## src/rtl/pmask_pkg.sv

```systemverilog
package pmask_pkg;
    localparam int MAX_VL  = 64;
    localparam int NUM_CRF = 16;
    localparam int CR_BASE = 6;
    localparam int XLEN    = 64;
    localparam int VLW     = $clog2(MAX_VL + 1);
    localparam int IDXW    = $clog2(MAX_VL);

    typedef enum logic [1:0] {
        CB_LT = 2'd0,
        CB_GT = 2'd1,
        CB_EQ = 2'd2,
        CB_SO = 2'd3
    } cr_bit_e;

    typedef struct packed {
        logic [2:1] pick;
        logic       invert;
    } pred_sel_t;

    function automatic pred_sel_t split_sel(input logic [2:0] s);
        pred_sel_t r;
        r.pick   = s[2:1];
        r.invert = s[0];
        return r;
    endfunction

    // position inside a 4-bit field, less-than in the top bit
    function automatic int unsigned cr_bit_pos(input cr_bit_e b);
        return 3 - int'(b);
    endfunction

    function automatic logic [VLW-1:0] clamp_vl(input logic [VLW-1:0] v);
        return (v > VLW'(MAX_VL)) ? VLW'(MAX_VL) : v;
    endfunction
endpackage

```

## src/rtl/pmask_decode.sv

```systemverilog
module pmask_decode
    import pmask_pkg::*;
#(
    parameter int N_EL  = MAX_VL,
    parameter int N_CRF = NUM_CRF,
    parameter int W     = XLEN
) (
    input  logic                   is_cr,
    input  logic [2:0]             sel,
    input  logic [W-1:0]           r3,
    input  logic [W-1:0]           r10,
    input  logic [W-1:0]           r30,
    input  logic [4*N_CRF-1:0]     crf,
    input  logic [VLW-1:0]         vl_eff,
    output logic [N_EL-1:0]        mask,
    output logic                   reserved
);
    pred_sel_t          ps;
    logic [N_EL-1:0]    cr_bits;
    logic [N_EL-1:0]    int_bits;
    logic [N_EL-1:0]    len_bits;
    logic [W-1:0]       reg_pick;
    cr_bit_e            which;

    assign ps    = split_sel(sel);
    assign which = cr_bit_e'(ps.pick);

    // per-element field fetch; fields past the file read as zero
    for (genvar i = 0; i < N_EL; i++) begin : g_el
        localparam int FI = CR_BASE + i;
        logic [3:0] fld;
        if (FI < N_CRF) begin : g_in
            assign fld = crf[4*FI +: 4];
        end else begin : g_out
            assign fld = 4'b0000;
        end
        assign cr_bits[i]  = fld[cr_bit_pos(which)] ^ ps.invert;
        assign len_bits[i] = (VLW'(i) < vl_eff);
    end

    always_comb begin
        unique case (ps.pick)
            2'b01:   reg_pick = r3;
            2'b10:   reg_pick = r10;
            2'b11:   reg_pick = r30;
            default: reg_pick = '0;
        endcase
    end

    always_comb begin
        if (ps.pick == 2'b00) begin
            int_bits = ps.invert ? '0 : '1;
        end else begin
            int_bits = reg_pick[N_EL-1:0] ^ {N_EL{ps.invert}};
        end
    end

    assign reserved = !is_cr && (sel == 3'b001);
    assign mask     = (is_cr ? cr_bits : int_bits) & len_bits;
endmodule

```

## src/rtl/pmask_stepper.sv

```systemverilog
module pmask_stepper
    import pmask_pkg::*;
#(
    parameter int N_EL = MAX_VL
) (
    input  logic              clk,
    input  logic              rst,
    input  logic              load_i,
    input  logic              step_i,
    input  logic [N_EL-1:0]   mask_i,
    output logic [IDXW-1:0]   idx_o,
    output logic              done_o
);
    logic [VLW-1:0]   cur_q;
    logic [N_EL-1:0]  pending;

    always_comb begin
        for (int j = 0; j < N_EL; j++) begin
            pending[j] = mask_i[j] && (VLW'(j) >= cur_q);
        end
    end

    always_comb begin
        idx_o = '0;
        for (int j = N_EL - 1; j >= 0; j--) begin
            if (pending[j]) idx_o = IDXW'(j);
        end
    end

    assign done_o = (pending == '0);

    always_ff @(posedge clk) begin
        if (rst || load_i) begin
            cur_q <= '0;
        end else if (step_i && !done_o) begin
            cur_q <= VLW'(idx_o) + VLW'(1);
        end
    end

    assert_idx_enabled_R10: assert property (@(posedge clk) disable iff (rst)
        !done_o |-> mask_i[idx_o]);

    assert_step_advance_R10: assert property (@(posedge clk) disable iff (rst)
        (step_i && !done_o && !load_i) |=> (done_o || (idx_o > $past(idx_o))));

    assert_done_sticky_R12: assert property (@(posedge clk) disable iff (rst)
        (done_o && !load_i) |=> done_o);
endmodule

```

## src/rtl/pmask_gen.sv

```systemverilog
module pmask_gen
    import pmask_pkg::*;
(
    input  logic              clk,
    input  logic              rst,
    input  logic              req_valid,
    input  logic              pred_is_cr,
    input  logic [2:0]        src_sel,
    input  logic [2:0]        dst_sel,
    input  logic [XLEN-1:0]   ireg3_val,
    input  logic [XLEN-1:0]   ireg10_val,
    input  logic [XLEN-1:0]   ireg30_val,
    input  logic [4*NUM_CRF-1:0] cr_fields,
    input  logic [VLW-1:0]    vl,
    input  logic              step,
    output logic [MAX_VL-1:0] src_mask,
    output logic [MAX_VL-1:0] dst_mask,
    output logic              trap,
    output logic [IDXW-1:0]   src_idx,
    output logic              src_done,
    output logic [IDXW-1:0]   dst_idx,
    output logic              dst_done
);
    localparam int SIDES = 2;

    logic [VLW-1:0]    vl_eff;
    logic [2:0]        sel_a   [SIDES];
    logic [MAX_VL-1:0] mask_d  [SIDES];
    logic [MAX_VL-1:0] mask_q  [SIDES];
    logic [SIDES-1:0]  resv;
    logic [IDXW-1:0]   idx_a   [SIDES];
    logic [SIDES-1:0]  done_a;
    logic              trap_d;
    logic              trap_q;
    logic [VLW-1:0]    vl_q;

    assign vl_eff   = clamp_vl(vl);
    assign sel_a[0] = src_sel;
    assign sel_a[1] = dst_sel;
    assign trap_d   = |resv;

    for (genvar s = 0; s < SIDES; s++) begin : g_side
        pmask_decode #(.N_EL(MAX_VL), .N_CRF(NUM_CRF), .W(XLEN)) u_dec (
            .is_cr    (pred_is_cr),
            .sel      (sel_a[s]),
            .r3       (ireg3_val),
            .r10      (ireg10_val),
            .r30      (ireg30_val),
            .crf      (cr_fields),
            .vl_eff   (vl_eff),
            .mask     (mask_d[s]),
            .reserved (resv[s])
        );

        always_ff @(posedge clk) begin
            if (rst) begin
                mask_q[s] <= '0;
            end else if (req_valid) begin
                mask_q[s] <= trap_d ? '0 : mask_d[s];
            end
        end

        pmask_stepper #(.N_EL(MAX_VL)) u_step (
            .clk    (clk),
            .rst    (rst),
            .load_i (req_valid),
            .step_i (step),
            .mask_i (mask_q[s]),
            .idx_o  (idx_a[s]),
            .done_o (done_a[s])
        );
    end

    always_ff @(posedge clk) begin
        if (rst) begin
            trap_q <= 1'b0;
            vl_q   <= '0;
        end else if (req_valid) begin
            trap_q <= trap_d;
            vl_q   <= vl_eff;
        end
    end

    assign src_mask = mask_q[0];
    assign dst_mask = mask_q[1];
    assign trap     = trap_q;
    assign src_idx  = idx_a[0];
    assign dst_idx  = idx_a[1];
    assign src_done = done_a[0];
    assign dst_done = done_a[1];

    assert_trap_clears_R3: assert property (@(posedge clk) disable iff (rst)
        trap |-> (src_mask == '0 && dst_mask == '0));

    assert_trap_done_R11: assert property (@(posedge clk) disable iff (rst)
        trap |-> (src_done && dst_done));

    assert_vl_bound_R6: assert property (@(posedge clk) disable iff (rst)
        ((src_mask | dst_mask) >> vl_q) == '0);

    assert_hold_R8: assert property (@(posedge clk) disable iff (rst)
        !req_valid |=> ($stable(src_mask) && $stable(dst_mask) && $stable(trap)));

    assert_cr_no_trap_R5: assert property (@(posedge clk) disable iff (rst)
        (req_valid && pred_is_cr) |=> !trap);
endmodule

```

## config.mk

```make
export PLATFORM = sky130hd
export DESIGN_NAME = pmask_gen
export DESIGN_NICKNAME = d
export VERILOG_FILES = /design/src/rtl/pmask_pkg.sv /design/src/rtl/pmask_decode.sv /design/src/rtl/pmask_stepper.sv /design/src/rtl/pmask_gen.sv
export SDC_FILE = /design/constraint.sdc
export NUM_CORES = 1
export LEC_CHECK = 0
export ABC_AREA = 0
export BUFFER_PORTS_ARGS = -buffer_cell sky130_fd_sc_hd__buf_2
export CAP_MARGIN = 30
export CELL_PAD_IN_SITES_DETAIL_PLACEMENT = 1
export CELL_PAD_IN_SITES_GLOBAL_PLACEMENT = 1
export CORE_UTILIZATION = 40
export DETAILED_ROUTE_END_ITERATION = 6
export PLACE_DENSITY_LB_ADDON = 0.1
export SETUP_SLACK_MARGIN = 0.2
export SLEW_MARGIN = 10
export SYNTH_ARGS = -nofsm -noshare
export SYNTH_HDL_FRONTEND = slang
export SYNTH_SLANG_ARGS = --single-unit
```

## constraint.sdc

```tcl
create_clock -name clk -period 7.4 [get_ports clk]
set_input_delay 1.48 -clock clk [delete_from_list [all_inputs] [get_ports clk]]
set_output_delay 1.48 -clock clk [all_outputs]
set_load 0.1 [all_outputs]
```

==> run_results.csv <==
group,metric,value,unit
job,maxCapViolCount,0,
synthesis,synth.ff_latch_count,143,
clock_tree,cts_buffers,17,
cells_and_area,nets,2371,
cells_and_area,drive_above_1_share,0.2468,
critical_path,critPathArrivalTime,4330,ps
die,die_area,39050,um2
route,totalWireLength,73240,um
die,dieWidth,197.6,um
cells_and_area,regArea,4145,um2
synthesis,yosysWarnings,0,
timing,slew_headroom,0.3522,
placed_design,gp_congestion,0.9436,
placed_design,port_buffers,392,
route,drt_first_pass_iters,5,
cells_and_area,multi_input_comb_area,10300,um2
cells_and_area,syn_to_final_growth,18.05,%
timing,setup_viol,0,
synthesis,synth.most_common_cell,"a211oi_1",
route,vias,16747,
clock_tree,clkTransAtPathRegs,60,ps
critical_path,cp-start-kind,"register",
timing,finalSetupTns,0,ps
cells_and_area,utilization,0.4797,
synthesis,synth_top_area_frac,0.2511,
synthesis,synth_cell_types,94,
route,drc,0,
clock_tree,clock-sinks,143,
clock_tree,worstSkewPairLatency,440,ps
timing,finalCritPeriodShare,0.7855,
synthesis,syn_inst,1813,
synthesis,ys_seq_area_frac,0.2707,
timing,tightest_slew,970.7,ps
synthesis,synthTopCellsByCount,"a211oi_1 (174), nor2_1 (168), mux2i_1 (133)",
synthesis,synth_fp_nets,2088,
outcome,status,"finished clean",
synthesis,synth_area_leaders,"edfxtp_1 (25%), mux2i_1 (8.7%), a211oi_1 (8.5%)",
clock_tree,cts_resized,0,
grt,grt_pass1_wl,107500,um
die,core-area,37670,um2
route,wl_per_cell,27.91,um
grt,antenna_found_initial,8,
die,start_util,0.4064,
cells_and_area,fill_cells,4667,
timing,fin_crit,5813,ps
die,die_h,197.6,um
route,ant_nets,0,
clock_tree,ctsLongestPathBuffers,2,
pwr,ir_worst_vdd,0.1774,mV
critical_path,cp_max_fo,15,
clock_tree,clockRootBuffer,"clkbuf_16",
synthesis,async_flop_share,0,
critical_path,path_class,"register to output port",
synthesis,syn_avg_cell_area,8.443,um2
pwr,p_total,0.003622,W
timing,setup_slack,1587,ps
timing,max_freq,0.1720,GHz
route,vias_per_cell,6.382,
grt,overflow,0,
synthesis,synth_area_leader_cell,"edfxtp_1",
placed_design,preCtsSetupSlack,2088,ps
critical_path,endpoint_kind,"output port",
clock_tree,cts_tree,"done",
synthesis,synth-edff-count,128,
timing,drv_slew,0,
pwr,p_leak,6.996,nW
die,row_count,71,
grt,grt_start_max_net_pins,91,
critical_path,crit_required,5920,ps
placed_design,dp_hpwl,58350,um
die,io_pins,417,
pwr,p_per_area,200.5,nW/um2
synthesis,syn_area,15310,um2
timing,rsz0062_at_grt,"no",
route,drt_iter0_drc,1450,
clock_tree,postCtsHoldBufs,0,
clock_tree,htreeDepth,4,
timing,clock_skew,9.204,ps
synthesis,synth_flop_cell,"edfxtp_1",
grt,grt_pass1_vias,16391,
min_path,hold_path_class,"register to register",
clock_tree,cts_setup_buffers,0,
grt,track_usage,0.3690,
timing,hold_viol_final,0,
[critical path, cell delays in order (launching register included)]
cell and delay [ps]:
dfxtp_1 780, nand2_1 490, or3_1 460, a221oi_1 380
o211ai_1 150, o221ai_1 240, a211oi_1 130, o21ai_1 280
a32oi_1 90, a31oi_1 380, buf_2 510
[stage by stage]
step / cells / hold slack, ps / area, um2
floorplan: 1813 / 681.3 / 15310
global placement: 2582 / 471.2 / 17380
detailed placement: 2585 / 521.5 / 17400
CTS: 2615 / 533.4 / 17980
global route: 2620 / 559.7 / 18060
finish: 2624 / 519.5 / 18070
[placed cells by master, fill, tap and decap left out, types with 15 or more instances in the layout]
cell       count
buf_2        386
mux2i_1      133
xnor2_1      109
a31oi_1       25
nand2b_1      20
nand3_1       32
clkbuf_16     17
o21a_1        15
or2_2         18
o211ai_1      28
buf_4         31
xor2_1        24
o21ai_0       94
nor2b_1       21
edfxtp_1     128
mux4_2        20
nor3b_1      110
nand2_1       76
a21oi_1      111
nor2_1       167
a211oi_1     174
nor3_1        53
inv_1         31
[final cells by class]
type                            count  area share
Multi-Input combinational cell   1477      0.5701
Clock inverter                     10    0.007755
Timing Repair Buffer              422      0.1250
Inverter                           35    0.007409
Clock buffer                       20     0.02417
Antenna cell                        6   0.0008309
Sequential cell                   143      0.2294
Tap cell                          511     0.03538
[kinds of logic (layout without fill, tap and decap cells)]
group | Yosys count | count (layout) | share of synthesized area
buffers and inverters | 193 | 487 | 0.05648
XOR/XNOR | 133 | 133 | 0.07610
adder cells (fa/ha/maj) | 1 | 1 | 0.0008173
multiplexers | 153 | 153 | 0.1164
AO/OA/AOI/OAI | 604 | 604 | 0.2710
other | 0 | 6 | 0
AND/OR/NAND/NOR | 586 | 586 | 0.2085
flip-flops | 143 | 143 | 0.2707
[metal layers]
metal | vias up | routed length (um) | track usage
met2 | 870 | 33440 | 0.5827
li1 | 7522 | - | -
met4 | 4 | 2090 | 0.1200
met5 | - | 25 | 0
met3 | 109 | 5795 | 0.05429
met1 | 8242 | 31900 | 0.5145
[state kept, by name (all words and copies together), names as in the netlist]
name	cells
mask_q	128
g_side.u_step.cur_q	14
trap	1
[power by group]
group          switching [W]  total (W)  internal [W]
logic                0.00122    0.00165      0.000432
registers           0.000131    0.00109      0.000962
clock network       0.000352   0.000878      0.000526
total                0.00170    0.00362       0.00192
[final timing paths]
kind	start	to	slack (ps)	cells after the start
worst min register to register	trap	trap	520	2
worst max register to register	g_side[1].u_step.cur_q[5]	g_side[1].u_step.cur_q[6]	2950	13
worst max-delay path	g_side[1].u_step.cur_q[5]	dst_idx[0]	1590	10
worst min-delay path	trap	trap	520	2
(Power assumes the default switching activity.)
